$ cat src/rtl/panel_seq_pkg.sv
package panel_seq_pkg;

  typedef enum logic [1:0] {
    PS_STANDBY = 2'd0,
    PS_SLEEP   = 2'd1,
    PS_NORMAL  = 2'd2,
    PS_QUARTER = 2'd3
  } pstate_t;

  typedef enum logic [2:0] {
    SG_WAKE  = 3'd0,
    SG_DEEP  = 3'd1,
    SG_QUIET = 3'd2,
    SG_FULL  = 3'd3,
    SG_QTR   = 3'd4,
    SG_SHOW  = 3'd5
  } seg_t;

  typedef struct packed {
    logic [7:0]  addr;
    logic [1:0]  len;
    logic [15:0] data;
    logic        pause;
    logic        tail;
  } step_t;

  localparam int MAX_SEGS = 5;
  localparam int SEG_W    = 3;

endpackage

$ cat src/rtl/panel_seq_timer.sv
module panel_seq_timer #(
  parameter int unsigned TICKS = 1000
) (
  input  logic clk,
  input  logic rst_n,
  input  logic start,
  output logic expired
);
  localparam int CW = (TICKS < 2) ? 1 : $clog2(TICKS + 1);

  logic [CW-1:0] cnt;
  logic          run;

  always_ff @(posedge clk or negedge rst_n) begin
    if (!rst_n) begin
      cnt <= '0;
      run <= 1'b0;
    end else if (start) begin
      cnt <= CW'(TICKS - 1);
      run <= 1'b1;
    end else if (run) begin
      if (cnt == '0) run <= 1'b0;
      else           cnt <= cnt - 1'b1;
    end
  end

  assign expired = run && (cnt == '0);

  // a new pause is never requested while one is still counting
  a_r2_no_restart: assert property (@(posedge clk) disable iff (!rst_n)
    start |-> !run);

endmodule

$ cat src/rtl/panel_seq_route.sv
module panel_seq_route
  import panel_seq_pkg::*;
(
  input  logic [1:0]                    from_i,
  input  logic [1:0]                    to_i,
  output logic [MAX_SEGS-1:0][SEG_W-1:0] plan_o,
  output logic [2:0]                    count_o
);
  pstate_t src, dst;
  seg_t    rise;

  always_comb begin
    src  = pstate_t'(from_i);
    dst  = pstate_t'(to_i);
    rise = (dst == PS_QUARTER) ? SG_QTR : SG_FULL;
    for (int i = 0; i < MAX_SEGS; i++) plan_o[i] = SG_SHOW;
    count_o = 3'd0;
    unique case (src)
      PS_STANDBY: begin
        plan_o[0] = SG_WAKE;
        if (dst == PS_SLEEP) count_o = 3'd1;
        else if (dst != PS_STANDBY) begin
          plan_o[1] = rise;
          plan_o[2] = SG_SHOW;
          count_o   = 3'd3;
        end
      end
      PS_SLEEP: begin
        if (dst == PS_STANDBY) begin
          plan_o[0] = SG_DEEP;
          count_o   = 3'd1;
        end else if (dst != PS_SLEEP) begin
          plan_o[0] = rise;
          plan_o[1] = SG_SHOW;
          count_o   = 3'd2;
        end
      end
      default: begin
        plan_o[0] = SG_QUIET;
        if (dst == PS_SLEEP) count_o = 3'd1;
        else if (dst == PS_STANDBY) begin
          plan_o[1] = SG_DEEP;
          count_o   = 3'd2;
        end else if (dst != src) begin
          plan_o[1] = SG_DEEP;
          plan_o[2] = SG_WAKE;
          plan_o[3] = rise;
          plan_o[4] = SG_SHOW;
          count_o   = 3'd5;
        end
      end
    endcase
  end

endmodule

$ cat src/rtl/panel_seq_script.sv
module panel_seq_script
  import panel_seq_pkg::*;
#(
  parameter int unsigned INIT_N    = 4,
  parameter logic [INIT_N*16-1:0] INIT_LIST = 64'hBA01_BB00_3A60_BF10,
  parameter int unsigned IDX_W     = 4
) (
  input  seg_t             seg,
  input  logic [IDX_W-1:0] idx,
  output step_t            st
);
  localparam int FIXED_HEAD = 5;

  int  k;
  logic q;

  always_comb begin
    st = '0;
    k  = 0;
    q  = (seg == SG_QTR);
    unique case (seg)
      SG_WAKE: begin
        if (int'(idx) < 3) begin
          st.addr  = 8'h00;
          st.pause = 1'b1;
        end else begin
          st.addr = 8'hB0; st.len = 2'd1; st.data = 16'h0017; st.tail = 1'b1;
        end
      end
      SG_DEEP: begin
        st.addr = 8'hB0; st.len = 2'd1; st.data = 16'h0000; st.tail = 1'b1;
      end
      SG_QUIET: begin
        if (idx == '0) st.addr = 8'h28;
        else if (int'(idx) == 1) begin
          st.addr = 8'hB8; st.len = 2'd2; st.data = 16'h8002;
        end else begin
          st.addr = 8'h10; st.tail = 1'b1;
        end
      end
      SG_FULL, SG_QTR: begin
        if (idx == '0) begin
          st.addr = 8'hBC; st.len = 2'd1; st.data = q ? 16'h0081 : 16'h0080;
        end else if (int'(idx) == 1) begin
          st.addr = 8'h3B; st.len = 2'd1; st.data = q ? 16'h0022 : 16'h0000;
        end else if (int'(idx) == 2) begin
          st.addr = 8'hB0; st.len = 2'd1; st.data = 16'h0016;
        end else if (int'(idx) == 3) begin
          st.addr = 8'hB8; st.len = 2'd2; st.data = 16'hFFF9;
        end else if (int'(idx) == 4) begin
          st.addr = 8'h11;
        end else if (int'(idx) < FIXED_HEAD + int'(INIT_N)) begin
          k       = int'(idx) - FIXED_HEAD;
          st.addr = INIT_LIST[(int'(INIT_N) - 1 - k) * 16 + 8 +: 8];
          st.len  = 2'd1;
          st.data = {8'h00, INIT_LIST[(int'(INIT_N) - 1 - k) * 16 +: 8]};
        end else begin
          st.addr = q ? 8'hED : 8'hEC;
          st.len  = 2'd2;
          st.data = q ? 16'h00FF : 16'h01F0;
          st.tail = 1'b1;
        end
      end
      default: begin
        st.addr = 8'h29; st.tail = 1'b1;
      end
    endcase
  end

endmodule

$ cat src/rtl/panel_pwr_seq.sv
module panel_pwr_seq
  import panel_seq_pkg::*;
#(
  parameter int unsigned CLK_KHZ   = 250000,
  parameter int unsigned INIT_N    = 4,
  parameter logic [INIT_N*16-1:0] INIT_LIST = 64'hBA01_BB00_3A60_BF10
) (
  input  logic        clk,
  input  logic        rst_n,
  input  logic        req_valid,
  input  logic [1:0]  req_state,
  output logic        req_ready,
  output logic        cmd_valid,
  output logic [7:0]  cmd_addr,
  output logic [1:0]  cmd_len,
  output logic [15:0] cmd_data,
  input  logic        wr_done,
  input  logic        wr_err,
  output logic [1:0]  cur_state,
  output logic        busy,
  output logic        seq_ok,
  output logic        seq_err
);
  localparam int unsigned SCRIPT_LEN = 6 + INIT_N;
  localparam int IDX_W = $clog2(SCRIPT_LEN);
  localparam int POS_W = $clog2(MAX_SEGS);

  typedef enum logic [1:0] {PH_IDLE, PH_ISSUE, PH_PAUSE, PH_STEP} phase_t;

  phase_t                         phase;
  logic [MAX_SEGS-1:0][SEG_W-1:0] plan_q;
  logic [2:0]                     nseg_q;
  logic [POS_W-1:0]               segpos;
  logic [IDX_W-1:0]               idx;
  logic [1:0]                     target_q;
  logic [1:0]                     cur_q;
  logic                           ok_q, err_q;

  logic [MAX_SEGS-1:0][SEG_W-1:0] route_plan;
  logic [2:0]                     route_n;
  seg_t                           cur_seg;
  step_t                          step;
  logic                           tmr_start, tmr_expired;
  logic                           last_seg;

  panel_seq_route u_route (
    .from_i  (cur_q),
    .to_i    (req_state),
    .plan_o  (route_plan),
    .count_o (route_n)
  );

  assign cur_seg = seg_t'(plan_q[segpos]);

  panel_seq_script #(
    .INIT_N    (INIT_N),
    .INIT_LIST (INIT_LIST),
    .IDX_W     (IDX_W)
  ) u_script (
    .seg (cur_seg),
    .idx (idx),
    .st  (step)
  );

  assign tmr_start = (phase == PH_ISSUE) && wr_done && !wr_err && step.pause;

  panel_seq_timer #(.TICKS(CLK_KHZ)) u_timer (
    .clk     (clk),
    .rst_n   (rst_n),
    .start   (tmr_start),
    .expired (tmr_expired)
  );

  assign last_seg = ({{(3-POS_W){1'b0}}, segpos} == nseg_q - 3'd1);

  always_ff @(posedge clk or negedge rst_n) begin
    if (!rst_n) begin
      phase    <= PH_IDLE;
      nseg_q   <= '0;
      segpos   <= '0;
      idx      <= '0;
      target_q <= PS_STANDBY;
      cur_q    <= PS_STANDBY;
      ok_q     <= 1'b0;
      err_q    <= 1'b0;
      for (int i = 0; i < MAX_SEGS; i++) plan_q[i] <= SG_SHOW;
    end else begin
      ok_q <= 1'b0;
      unique case (phase)
        PH_IDLE: begin
          if (req_valid) begin
            err_q <= 1'b0;
            if (req_state == cur_q) ok_q <= 1'b1;
            else begin
              plan_q   <= route_plan;
              nseg_q   <= route_n;
              target_q <= req_state;
              segpos   <= '0;
              idx      <= '0;
              phase    <= PH_ISSUE;
            end
          end
        end
        PH_ISSUE: begin
          if (wr_done) begin
            if (wr_err) begin
              err_q <= 1'b1;
              phase <= PH_IDLE;
            end else if (step.pause) phase <= PH_PAUSE;
            else                     phase <= PH_STEP;
          end
        end
        PH_PAUSE: begin
          if (tmr_expired) phase <= PH_STEP;
        end
        default: begin
          if (step.tail) begin
            if (last_seg) begin
              cur_q <= target_q;
              ok_q  <= 1'b1;
              phase <= PH_IDLE;
            end else begin
              segpos <= segpos + 1'b1;
              idx    <= '0;
              phase  <= PH_ISSUE;
            end
          end else begin
            idx   <= idx + 1'b1;
            phase <= PH_ISSUE;
          end
        end
      endcase
    end
  end

  assign req_ready = (phase == PH_IDLE);
  assign busy      = (phase != PH_IDLE);
  assign cmd_valid = (phase == PH_ISSUE);
  assign cmd_addr  = step.addr;
  assign cmd_len   = step.len;
  assign cmd_data  = step.data;
  assign cur_state = cur_q;
  assign seq_ok    = ok_q;
  assign seq_err   = err_q;

  // command fields hold until the writer completes
  a_r12_hold: assert property (@(posedge clk) disable iff (!rst_n)
    cmd_valid && !wr_done |=> cmd_valid && $stable(cmd_addr)
                              && $stable(cmd_len) && $stable(cmd_data));

  // an idle cycle follows every completion
  a_r12_gap: assert property (@(posedge clk) disable iff (!rst_n)
    cmd_valid && wr_done |=> !cmd_valid);

  // the committed state moves only together with the success pulse
  a_r9_commit: assert property (@(posedge clk) disable iff (!rst_n)
    !$stable(cur_state) |-> seq_ok);

  // an abort leaves the state alone and stops issuing
  a_r10_abort: assert property (@(posedge clk) disable iff (!rst_n)
    $rose(seq_err) |-> $stable(cur_state) && !cmd_valid && !seq_ok);

  // the latched target cannot be disturbed during a run
  a_r11_target: assert property (@(posedge clk) disable iff (!rst_n)
    busy && $past(busy) |-> $stable(target_q));

endmodule

$ cat config.mk
export PLATFORM = sky130hd
export DESIGN_NAME = panel_pwr_seq
export DESIGN_NICKNAME = d
export VERILOG_FILES = /design/src/rtl/panel_seq_pkg.sv /design/src/rtl/panel_seq_timer.sv /design/src/rtl/panel_seq_route.sv /design/src/rtl/panel_seq_script.sv /design/src/rtl/panel_pwr_seq.sv
export SDC_FILE = /design/constraint.sdc
export NUM_CORES = 1
export LEC_CHECK = 0
export ABC_AREA = 1
export BUFFER_PORTS_ARGS = -buffer_cell sky130_fd_sc_hd__buf_2
export CAP_MARGIN = 30
export CORE_AREA = 2 2 81 83
export DETAILED_ROUTE_END_ITERATION = 10
export DIE_AREA = 0 0 83 85
export GPL_TIMING_DRIVEN = 1
export PLACE_DENSITY_LB_ADDON = 0.3
export SLEW_MARGIN = 25
export SYNTH_ARGS = -nofsm -noshare
export SYNTH_HDL_FRONTEND = slang
export SYNTH_SLANG_ARGS = --single-unit
$ cat constraint.sdc
create_clock -name clk -period 2.2 [get_ports clk]
set_input_delay 0 -clock clk [delete_from_list [all_inputs] [get_ports clk]]
set_output_delay 0 -clock clk [all_outputs]
set_load 0.01 [all_outputs]
==> results_dict.tcl <==
set metrics [dict create \
    io_pins 40 \
    clkSinkCount 47 \
    num-nets-final 555 \
    path_cells "buf_6, nand2_1, nand3_1, nand3_2, nand2_2, inv_4, nand3b_4, inv_2, a31oi_4, nand3_1, buf_2" \
    hold_viol 0 \
    drv_slew 0 \
    hpwlAfterDp_um 6110 \
    syn_area_per_cell_um2 7.32 \
    groute.usage.overall_pct 23.1 \
    ant_diodes 0 \
    critPathArrivalTime_ns 2.13 \
    full_die_area_mm2 0.00706 \
    detailroute.via_count 3297 \
    power.ir.vdd_worst_uv 501 \
    dr.pass1.iters 5 \
    drt-initial-drc-count 204 \
    internal-power_mw 1.42 \
    clock_latency_ns 0.30 \
    number_of_antenna_violations_at_the_first_check_in_global_routing 0 \
    holdCritPathClass "input port to flip-flop" \
    die_width_um 83 \
    clk_path_buf_depth 2 \
    cts_tree "done" \
    run_status "completed" \
    die_height_um 85 \
    power.density_cell_area_mw_per_mm2 502 \
    vias_in_the_first_global_route 3057 \
    max_clock_freq_mhz 469 \
    clk_transition_reported_paths_ns 0.08 \
    netSwitchingPower_mw 0.651 \
    totalWireLength_um 8040 \
    timing.critical_path.slowest_cell_delay_ns 0.42 \
    cts.htree.levels 2 \
    post-route-drc-count 0 \
    cap_violations 0 \
    grt_pass1_wl_um 13700 \
    numCtsBuffers 5 \
    startpoint_type "flip-flop" \
    swShare_pct 31.5 \
    core_mm2 0.00620 \
    place.port_buffers 39 \
    layout-drive-gt1-share_pct 27.4 \
    vias_per_cell 5.38 \
    fillers 518 \
    worst_setup_path_end_kind "output pin" \
    synth_sequential_area_ratio_pct 33.4 \
    slew-limit-headroom_pct 70.1 \
    critical_path_class "flip-flop to output pin" \
    finalSetupTns_ns 0 \
    synthesized_instance_count 485 \
    path_buf_inv 4 \
    power_frac_comb_pct 20.1 \
    cp_common_cell "sky130_fd_sc_hd__nand3_1" \
    grt_start_max_net_pins 29 \
    wire_length_per_cell_um 13.1 \
    ffs_latches_synth 47 \
    worst-path-max-fanout 8 \
    fin_skew_ns 0.00952 \
    static-leakage-power_nw 2.08 \
    initial_utilization_pct 57.2 \
    critical_path.top_delay_family "simple AND/OR/NAND/NOR gates" \
    worst_slew_pin_slew_ns 0.448 \
    gpl.final_weighted_congestion 0.978 \
    power_mw 2.07 \
    num_rows 29 \
    syn-cell-area_mm2 0.00355 \
    whs_ns 0.0183 \
    area_delta_synth_final_pct 15.9 \
    power.share.sequential_pct 54.1 \
    report.final.setup_viol 0 \
    gr-total-overflow 0 \
    clock_tree.root_cell "sky130_fd_sc_hd__clkbuf_8" \
    power.clock.fraction_pct 25.7 \
    crit_slowest_cell "sky130_fd_sc_hd__dfrtp_1" \
    rsz0062_at_grt "true" \
    layout_min_cycle_time_ns 2.13 \
    finalCritPeriodShare_pct 97.0 \
    synth_nets 505 \
    synth.yosys.warnings 0 \
    ant_nets 0 \
    ys_types 42 \
    critical_path_required_ns 2.20 \
]
cells in the mapped netlist, drive strengths merged:
cell / number / area (um^2)
nand3: 42 / 288
ha: 13 / 163
nand2: 128 / 552
inv: 71 / 272
nor2: 57 / 270
nand3b: 2 / 27.5
a211oi: 1 / 7.51
dfrtp: 40 / 1000
nand4: 6 / 37.5
o41ai: 1 / 8.76
clkbuf: 1 / 5.00
a41oi: 1 / 8.76
o31ai: 5 / 37.5
nor3: 15 / 80.1
o21a: 2 / 15.0
o21ai: 36 / 180
xor2: 9 / 78.8
o211ai: 3 / 22.5
dfstp: 7 / 184
o221ai: 1 / 8.76
xnor2: 9 / 78.8
a21oi: 20 / 119
clkinv: 1 / 5.00
buf: 12 / 90.1
a31oi: 2 / 12.5
registers in the layout, indices dropped and copies added, names as in the netlist:
| register | cells |
|---|---|
| u_timer.run | 1 |
| cur_state | 2 |
| phase | 2 |
| seq_ok | 1 |
| idx | 4 |
| plan_q | 10 |
| u_timer.cnt | 18 |
| seq_err | 1 |
| target_q | 2 |
| segpos | 3 |
| nseg_q | 3 |
placed cells by master, fill, tap and decap left out, types with 6 or more instances in the layout:
| cell | instances |
|---|---|
| sky130_fd_sc_hd__nand2_1 | 105 |
| sky130_fd_sc_hd__inv_1 | 56 |
| sky130_fd_sc_hd__nor2_1 | 43 |
| sky130_fd_sc_hd__buf_2 | 39 |
| sky130_fd_sc_hd__dfrtp_1 | 36 |
| sky130_fd_sc_hd__nand3_1 | 30 |
| sky130_fd_sc_hd__o21ai_0 | 22 |
| sky130_fd_sc_hd__nand2_2 | 16 |
| sky130_fd_sc_hd__a21oi_1 | 16 |
| sky130_fd_sc_hd__inv_2 | 13 |
| sky130_fd_sc_hd__o21ai_1 | 13 |
| sky130_fd_sc_hd__nor3_1 | 13 |
| sky130_fd_sc_hd__buf_4 | 13 |
| sky130_fd_sc_hd__ha_1 | 12 |
| sky130_fd_sc_hd__nor2_4 | 9 |
| sky130_fd_sc_hd__xnor2_1 | 9 |
| sky130_fd_sc_hd__xor2_1 | 9 |
| sky130_fd_sc_hd__nand3_2 | 7 |
| sky130_fd_sc_hd__dfstp_2 | 7 |
| sky130_fd_sc_hd__nand4_1 | 6 |
| sky130_fd_sc_hd__clkbuf_8 | 6 |
worst reg2reg max path, delay by kind of cell (launching register included):
kind	cells	cell delay (ns)
flip-flops	1	0.43
AND/OR/NAND/NOR	8	0.90
AO/OA/AOI/OAI	1	0.08
buffers and inverters	4	0.49
layer usage:
layer,vias up,share of wire [%],GRT usage (%),wire (um)
li1,1656,-,-,-
met5,-,0,0,0
met1,1517,47,32.0,3750
met2,105,47,38.1,3750
met4,0,2.2,7.15,175
met3,19,4.6,2.92,366
what timing repair did:
| item | in CTS | in global routing |
|---|---|---|
| setup endpoints to repair | 14 | 33 |
| hold buffers | 3 | 0 |
| pin swaps | 0 | 9 |
| resized for setup | 6 | 37 |
| buffers inserted | 2 | 6 |
| hold endpoints to repair | 23 | 0 |
kinds of logic (layout without fill, tap and decap cells):
kind of cell               Yosys count  count (layout)  share of synthesized area [%]
and+or+nand+nor                    250             250                           35.3
buffers and inverters               85             136                           10.5
adders and majority gates           13              13                           4.58
DFF                                 47              47                           33.4
AOI/OAI and AO/OA                   72              72                           11.8
xor gates and xnor gates            18              18                           4.44
layout make-up:
cell class	count	area, um^2	area share [%]
clock buffers	7	86.3	2.10
flip-flops and latches	47	1190	28.9
well taps	77	96.3	2.34
multi-input cells	353	2130	51.7
clock inverters	1	5.00	0.122
repair buffers	56	334	8.11
inverters	72	277	6.72
worst paths after layout:
check	slack [ns]	depth (start not counted)	from	end
max reg2reg	0.17	13	segpos[0]$_DFFE_PN0P_	u_timer.cnt[7]$_DFFE_PN0P_
max	0.07	11	segpos[0]$_DFFE_PN0P_	cmd_addr[4]
min reg2reg	0.49	2	plan_q[10]$_DFFE_PN0P_	plan_q[10]$_DFFE_PN0P_
min in group asynchronous	0.18	2	rst_n	cur_state[0]$_DFFE_PN0P_
max in group asynchronous	1.26	3	rst_n	plan_q[11]$_DFFE_PN1P_
min	0.02	4	wr_err	phase[1]$_DFFE_PN0P_
power by group through the flow:
stage               combinational (mW)  clock (mW)  sequential [mW]
floorplan                        0.306           0             1.10
global placement                 0.395           0             1.13
detailed placement               0.412           0             1.13
CTS                              0.416       0.545             1.12
global route                     0.471       0.580             1.14
finish                           0.416       0.532             1.12
through the flow:
step / setup WS [ns] / std cells / area [um^2] / utilization, %
2_1_floorplan: 0.294 / 485 / 3550 / -
3_3_place_gp: 0.180 / 594 / 3790 / 61.1
3_5_place_dp: 0.121 / 594 / 3790 / 61.1
4_1_cts: 0.00626 / 607 / 3950 / 63.6
5_1_grt: -0.0877 / 613 / 4120 / 66.4
6_report: 0.0662 / 613 / 4120 / 66.4
No activity file was read; power rests on OpenSTA's default activity.
